## config.mk

```make
export PLATFORM = sky130hd
export DESIGN_NAME = seg_xlate_top
export DESIGN_NICKNAME = d
export VERILOG_FILES = /design/src/rtl/seg_xlate_pkg.sv /design/src/rtl/seg_route_dec.sv /design/src/rtl/seg_base_sel.sv /design/src/rtl/seg_xlate_top.sv
export SDC_FILE = /design/constraint.sdc
export NUM_CORES = 1
export LEC_CHECK = 0
export CORE_MARGIN = 3
export CORE_UTILIZATION = 32
export CTS_CLUSTER_DIAMETER = 150
export CTS_CLUSTER_SIZE = 16
export DETAILED_ROUTE_END_ITERATION = 8
export GPL_ROUTABILITY_DRIVEN = 0
export PLACE_DENSITY_LB_ADDON = 0.25
export SETUP_SLACK_MARGIN = 0.2
export SLEW_MARGIN = 30
export SYNTH_ARGS = -nofsm -noshare
export SYNTH_HDL_FRONTEND = slang
export SYNTH_SLANG_ARGS = --single-unit
```

## constraint.sdc

```tcl
create_clock -name clk -period 4.62 [get_ports clk]
set_clock_uncertainty 0.2 [all_clocks]
set_input_delay 1.386 -clock clk [delete_from_list [all_inputs] [get_ports clk]]
set_output_delay 1.386 -clock clk [all_outputs]
set_load 0.1 [all_outputs]
```

## src/rtl/seg_xlate_pkg.sv

```systemverilog
package seg_xlate_pkg;
  localparam int ADDR_W  = 32;
  localparam int SEG_W   = 4;
  localparam int NSEG    = 1 << SEG_W;
  localparam int HALF    = NSEG / 2;
  localparam int OFF_W   = ADDR_W - SEG_W;

  typedef enum logic [1:0] {
    ROUTE_PASS  = 2'd0,
    ROUTE_SEG   = 2'd1,
    ROUTE_PAGED = 2'd2
  } route_e;

  typedef struct packed {
    logic [ADDR_W-1:0] addr;
    logic              perm;
    logic              lookup;
  } xlate_res_t;
endpackage

```

## src/rtl/seg_route_dec.sv

```systemverilog
module seg_route_dec
  import seg_xlate_pkg::*;
#(
  parameter int EN_BIT_A = 2,
  parameter int EN_BIT_B = 3
) (
  input  logic [ADDR_W-1:0] virt_addr,
  input  logic              user_mode,
  input  logic [31:0]       glb_cfg,
  input  logic [31:0]       mmu_cfg,
  output route_e            route
);
  logic [SEG_W-1:0] seg;
  logic             xl_en;
  logic             seg_hit;

  assign seg     = virt_addr[ADDR_W-1 -: SEG_W];
  assign xl_en   = glb_cfg[EN_BIT_A] | glb_cfg[EN_BIT_B];
  assign seg_hit = mmu_cfg[seg] & ~user_mode;

  always_comb begin
    if (!xl_en)       route = ROUTE_PASS;
    else if (seg_hit) route = ROUTE_SEG;
    else              route = ROUTE_PAGED;
  end

  always_comb begin
    a_r5_user_never_seg: assert (!(user_mode && route == ROUTE_SEG));
  end
endmodule

```

## src/rtl/seg_base_sel.sv

```systemverilog
module seg_base_sel
  import seg_xlate_pkg::*;
(
  input  logic [SEG_W-1:0] seg,
  input  logic [31:0]      kbase_lo,
  input  logic [31:0]      kbase_hi,
  output logic [SEG_W-1:0] base
);
  localparam int IDX_W = SEG_W - 1;
  logic [SEG_W-1:0] nib_lo [HALF];
  logic [SEG_W-1:0] nib_hi [HALF];
  logic [IDX_W-1:0] idx;

  genvar g;
  generate
    for (g = 0; g < HALF; g++) begin : g_nib
      assign nib_lo[g] = kbase_lo[g*SEG_W +: SEG_W];
      assign nib_hi[g] = kbase_hi[g*SEG_W +: SEG_W];
    end
  endgenerate

  assign idx  = seg[IDX_W-1:0];
  assign base = seg[SEG_W-1] ? nib_hi[idx] : nib_lo[idx];
endmodule

```

## src/rtl/seg_xlate_top.sv

```systemverilog
module seg_xlate_top
  import seg_xlate_pkg::*;
(
  input  logic              clk,
  input  logic              rst,
  input  logic              req_valid,
  input  logic [ADDR_W-1:0] virt_addr,
  input  logic              user_mode,
  input  logic [31:0]       glb_cfg,
  input  logic [31:0]       mmu_cfg,
  input  logic [31:0]       kbase_lo,
  input  logic [31:0]       kbase_hi,
  output logic              rsp_valid,
  output logic [ADDR_W-1:0] phys_addr,
  output logic              full_perm,
  output logic              need_lookup
);
  route_e           route;
  logic [SEG_W-1:0] base;
  xlate_res_t       nxt;

  seg_route_dec u_dec (
    .virt_addr(virt_addr), .user_mode(user_mode),
    .glb_cfg(glb_cfg), .mmu_cfg(mmu_cfg), .route(route)
  );

  seg_base_sel u_base (
    .seg(virt_addr[ADDR_W-1 -: SEG_W]),
    .kbase_lo(kbase_lo), .kbase_hi(kbase_hi), .base(base)
  );

  always_comb begin
    nxt.addr   = virt_addr;
    nxt.perm   = 1'b0;
    nxt.lookup = 1'b0;
    unique case (route)
      ROUTE_SEG: begin
        nxt.addr = {base, virt_addr[OFF_W-1:0]};
        nxt.perm = 1'b1;
      end
      ROUTE_PAGED: nxt.lookup = 1'b1;
      default:     nxt.perm = 1'b1;
    endcase
  end

  always_ff @(posedge clk) begin
    if (rst) begin
      rsp_valid   <= 1'b0;
      phys_addr   <= '0;
      full_perm   <= 1'b0;
      need_lookup <= 1'b0;
    end else begin
      rsp_valid <= req_valid;
      if (req_valid) begin
        phys_addr   <= nxt.addr;
        full_perm   <= nxt.perm;
        need_lookup <= nxt.lookup;
      end
    end
  end

  a_r1_valid_follows: assert property (@(posedge clk) disable iff (rst)
    req_valid |=> rsp_valid);
  a_r1_no_spurious: assert property (@(posedge clk) disable iff (rst)
    !req_valid |=> !rsp_valid);
  a_r6_exclusive: assert property (@(posedge clk) disable iff (rst)
    !(full_perm && need_lookup));
  a_r7_hold: assert property (@(posedge clk) disable iff (rst)
    !req_valid |=> $stable(phys_addr) && $stable(need_lookup) && $stable(full_perm));
  a_r2_pass: assert property (@(posedge clk) disable iff (rst)
    (req_valid && !glb_cfg[2] && !glb_cfg[3]) |=> (phys_addr == $past(virt_addr)) && full_perm);
  a_r4_offset_kept: assert property (@(posedge clk) disable iff (rst)
    req_valid |=> phys_addr[OFF_W-1:0] == $past(virt_addr[OFF_W-1:0]));
endmodule

```

==> results.toml, run 1 <==
[status]
status = "finished, final reports clean"

[cells_and_area]
drive_above_1_share_pct = 7.67
diodes = 0
num-fill-cells = 486
nets = 502
multi_input_comb_area_um2 = 1150
seqCellArea_um2 = 701
fin_util_pct = 63.7
syn_to_final_growth_pct = 85.8

[logic_synthesis]
synth_edf_count = 0
ys_seq_area_share_pct = 35.8
netlist_instances = 189
synth_top_area_cell = "dfxtp_1"
ys_ff_latch = 35
ys_async_sr_fraction_pct = 0
synthTopCellsByArea = "dfxtp_1, mux2i_1, mux4_2"
syn_avg_cell_area_um2 = 10.4
synthTopCellsByCount = "dfxtp_1, mux2i_1, nor2_1"
syn_area_um2 = 1960
synth_nets = 353
ys.flop_type = "dfxtp_1"
synth_cell_types = 26
yosysWarnings = 0
yosysMostFrequentCell = "dfxtp_1"
synth_top_area_share_pct = 35.8

[route]
wl_per_cell_um = 15.3
first_pass_iters = 4
ant_nets = 0
drt_iter0_markers = 51
avgViaCountPerCell = 4.81
routed_wl_um = 6290
vias = 1977
drc = 0

[placed_design]
io_buffers = 152
hpwl_um = 5090

[critical_path]
critPathArrivalTime_ns = 3.36
worstSetupEndpointType = "flop"
crit_path_start = "virt_addr[28]"
crit_chain = "clkdlybuf4s50_1, buf_12, mux4_1, nand2_1, a21oi_1, a21oi_1, o221ai_1"
crit_buf_inv = 2
crit_top_cell = "a21oi_1"
worstSetupPathType = "input pin to flop"
cp_data_required_time_ns = 4.57
worstSetupStartpointType = "input pin"
path_max_fanout = 17
r2r_start = "full_perm"
critPathTopFamily = "buffers and inverters"
critPathSlowestCell = "clkdlybuf4s50_1"
max_stage_delay_ns = 0.73

[global_routing]
grt_pass1_wl_um = 10100
grt_pass1_vias = 2040
grt_max_degree = 32
grt_usage_pct = 17.7
gr-total-overflow = 0
antenna_found_initial = 0

[hold_path]
hold_path_class = "flop to flop"
min-delay-start = "need_lookup"

[clock_network]
cts_setup_buffers = 0
cts_max_level = 2
cts_tree = "yes"
ctsResizeCount = 0
clock_latency_ns = 0.28
cts_sinks = 35
cts_hold_buf = 0
cts_buffers = 5
clockBufferDepth = 2
path_clk_slew_ns = 0.07
root_buffer = "clkbuf_8"

[die]
dieHeight_um = 84.2
pin_count = 199
initial_utilization_pct = 34.3
fp.dieArea_um2 = 7090
die_w_um = 84.2
rows = 27
coreArea_um2 = 5710

[timing]
setup_viol = 0
drv_slew = 0
fmax_mhz = 293
post-route-min-period_ns = 3.41
tns_ns = 0
hold_viol = 0
worst_slew_pin_slew_ns = 0.997
slew_headroom_pct = 33.4
period_share_pct = 73.9
rsz0062_at_grt = "false"

[pwr]
irDropWorstVdd_uv = 249
p_total_mw = 0.982
p_leak_nw = 1.49
power.density_nw_per_um2 = 270

[job]
cap_violations = 0
-- flip-flops by register name, summed over array words and instances (netlist names) --
name         flops
full_perm        1
phys_addr       32
rsp_valid        1
need_lookup      1
-- final cells by class --
type                            instances  share of cell area, %
Clock buffer                            5                   1.89
Sequential cell                        35                   19.3
Multi-Input combinational cell        134                   31.7
Inverter                                6                  0.619
Tap cell                               72                   2.48
Clock inverter                          3                   1.20
Timing Repair Buffer                  156                   42.9
-- final timing paths --
kind / end / slack (ns) / cells past startpoint
setup / recovery: phys_addr[31] / 1.21 / 7
hold / removal: need_lookup / 0.27 / 1
setup reg to reg: full_perm / 3.71 / 2
hold reg to reg: need_lookup / 0.27 / 1
-- cells in the final DEF, fill, tap and decap left out, drive strengths merged --
| cell type | Yosys | routed |
|---|---|---|
| a41o | 1 | 1 |
| a221oi | 1 | 1 |
| nand2 | 24 | 24 |
| mux2i | 34 | 34 |
| o221ai | 4 | 4 |
| clkinv | 1 | 3 |
| a32o | 1 | 1 |
| a21o | 1 | 1 |
| a311oi | 1 | 1 |
| o21a | 1 | 1 |
| clkdlybuf4s50 | 0 | 151 |
| inv | 5 | 5 |
| nor2 | 33 | 33 |
| o211ai | 1 | 1 |
| buf | 9 | 5 |
| nor2b | 1 | 1 |
| a32oi | 1 | 1 |
| clkbuf | 5 | 5 |
| and3 | 1 | 1 |
| a21oi | 9 | 9 |
| nand2b | 1 | 1 |
| mux4 | 17 | 17 |
| dfxtp | 35 | 35 |
| nand3 | 1 | 1 |
| o21bai | 1 | 1 |
| bufinv | 0 | 1 |
-- per-layer routing --
layer	vias up	part of all wire, %	global-route usage [%]	routed length [µm]
li1	987	-	-	-
met2	67	51	30.3	3190
met5	-	0	0	0
met3	5	7.5	6.38	475
met1	918	41	21.8	2590
met4	0	0.60	3.07	38
-- cells by family (layout without fill, tap and decap cells) --
kind of cell           count (synthesis)  count (layout)  share of synthesized area [%]
AO/OA/AOI/OAI                         22              22                           8.57
buffers and inverters                 20             170                           5.37
AND/OR/NAND/NOR                       61              61                           12.1
flip-flops                            35              35                           35.8
multiplexers                          51              51                           38.1
-- per-stage QoR --
stage	hold WS, ns	worst slack (ns)	instances	instance area, µm²
2_1_floorplan	0.721	1.77	189	1960
6_report	0.274	1.21	411	3640
4_1_cts	0.278	1.19	411	3640
3_3_place_gp	0.252	0.884	403	3520
3_5_place_dp	0.258	0.892	403	3520
5_1_grt	0.311	1.03	411	3640
-- where the power goes --
group	internal [mW]	switching (mW)
Sequential	0.321	0.00966
Combinational	0.169	0.211
Clock	0.161	0.111
(Power assumes the default switching activity.)
==> inputs of run 2 (changes only) <==
CORE_UTILIZATION = 27   (was 32)
clock period = 3.1 ns   (was 4.62 ns; I/O delays follow)
==> results.toml, run 2 (synthesis results as in run 1) <==
[route]
routed_wl_um = 6520
avgViaCountPerCell = 4.57
wl_per_cell_um = 14.8
vias = 2014
drt-met1-wl_um = 2670
ant_nets = 0
wl_met2_um = 3430
drc = 0
top_layer_used = "met4"
drt_iter0_markers = 52
routed-wl-met3_um = 378
first_pass_iters = 4

[pwr]
power.density_nw_per_um2 = 379
p_total_mw = 1.37
p_comb_share_pct = 41.5
power.internal_mw = 0.882
p_leak_nw = 1.59
seqPwrFrac_pct = 35.9
irDropWorstVdd_uv = 284
clkPwrFrac_pct = 22.7
switchingPower_mw = 0.492
p_sw_share_pct = 35.8

[timing]
whs_ns = 0.280
worst_slew_pin_slew_ns = 0.327
period_share_pct = 87.6
post-route-min-period_ns = 2.71
hold_viol = 0
tns_ns = 0
drv_slew = 0
setup_viol = 0
slew_headroom_pct = 78.2
fmax_mhz = 368
rsz0062_at_grt = "false"

[hold_path]
min-delay-start = "phys_addr[31]"
hold_end = "phys_addr[31]"
worstHoldPathCells = 2
hold_path_class = "flop to flop"

[cells_and_area]
largest_reg_flops = 32
nets = 508
diodes = 0
drive_above_1_share_pct = 19.4
layout_commonest_cell = "clkdlybuf4s50_1"
syn_to_final_growth_pct = 85.4
max_flop_register = "phys_addr"
layout_common_cells = "clkdlybuf4s50_1, buf_4, dfxtp_1, mux2i_1, nor2_1"

[clock_network]
cts_tree = "yes"
cts_setup_buffers = 0
cts_sinks = 35
cts_buffers = 5
root_buffer = "clkbuf_8"
clockBufferDepth = 2
path_clk_slew_ns = 0.07
cts_max_level = 2
clock_latency_ns = 0.27

[critical_path]
worstSetupEndpointType = "flop"
r2r_start = "full_perm"
r2r_end = "full_perm"
r2r_setup_slack_ns = 2.20
worstSetupStartpointType = "input pin"
rr_worst_depth = 2
cp_data_required_time_ns = 3.04
worstSetupPathType = "input pin to flop"
path_max_fanout = 16
critPathArrivalTime_ns = 2.66

[die]
dieHeight_um = 91.1
initial_utilization_pct = 28.3
pin_count = 199
fp.dieArea_um2 = 8310
rows = 30
die_w_um = 91.1
coreArea_um2 = 6910

[global_routing]
grt_pass1_vias = 2110
antenna_found_initial = 0
grt_pass1_wl_um = 10300
grt_usage_pct = 15.2
gr-total-overflow = 0
grt_max_degree = 31

[placed_design]
io_buffers = 152
hpwl_um = 5280

[status]
status = "finished, final reports clean"

[job]
cap_violations = 0
==> run 2: area by class of cell <==
type	count	area [µm²]
fill	654	3280
tap	96	120
sequential	35	701
inverter	6	22.5
multi-input combinational	134	1150
clock buffer	5	68.8
timing repair buffer	162	1550
clock inverter	3	15.0
==> run 2: through the flow <==
| step | worst slack, ns | utilization, % | std cells | cell area [µm²] |
|---|---|---|---|---|
| after global routing | 0.269 | 52.5 | 441 | 3630 |
| after detailed placement | 0.0334 | 50.9 | 432 | 3520 |
| after global placement | 0.0274 | 50.9 | 432 | 3520 |
| final | 0.385 | 52.5 | 441 | 3630 |
| after CTS | 0.329 | 52.1 | 440 | 3600 |
| after floorplan | 0.703 | - | 189 | 1960 |
==> run 2: repair_timing <==
item	4_1_cts	5_1_grt
resized for setup	0	1
hold buffers	0	0
endpoints found under the setup margin	0	1
==> run 2: how the worst max path moves through the flow <==
stage / startpoint / to / slack [ns] / cells after the start
finish: virt_addr[30] / phys_addr[30] / 0.39 / 7
global route: virt_addr[30] / phys_addr[30] / 0.27 / 7
CTS: virt_addr[28] / phys_addr[28] / 0.33 / 7
detailed placement: virt_addr[28] / phys_addr[31] / 0.03 / 7
global placement: virt_addr[28] / phys_addr[28] / 0.03 / 7
floorplan: virt_addr[28] / phys_addr[31] / 0.70 / 7
==> run 2: layer usage <==
layer | up-vias | track usage, %
li1 | 998 | -
met4 | 0 | 2.26
met3 | 4 | 3.89
met1 | 947 | 18.3
met5 | - | 0
met2 | 65 | 27.7
==> run 2: critical path, cell delays in order <==
cell and delay, ns:
clkdlybuf4s50_1 0.57, buf_12 0.18, nor2b_1 0.25, a32oi_1 0.12, and3_1 0.21, o211ai_2 0.22, o221ai_1 0.16
==> run 2: power groups by stage <==
stage | registers [mW] | logic (mW) | clock network (mW)
after floorplan | 0.707 | 0.140 | 0
after global placement | 0.502 | 0.566 | 0
after detailed placement | 0.503 | 0.569 | 0
after CTS | 0.493 | 0.570 | 0.323
after global routing | 0.497 | 0.601 | 0.348
final | 0.493 | 0.570 | 0.311
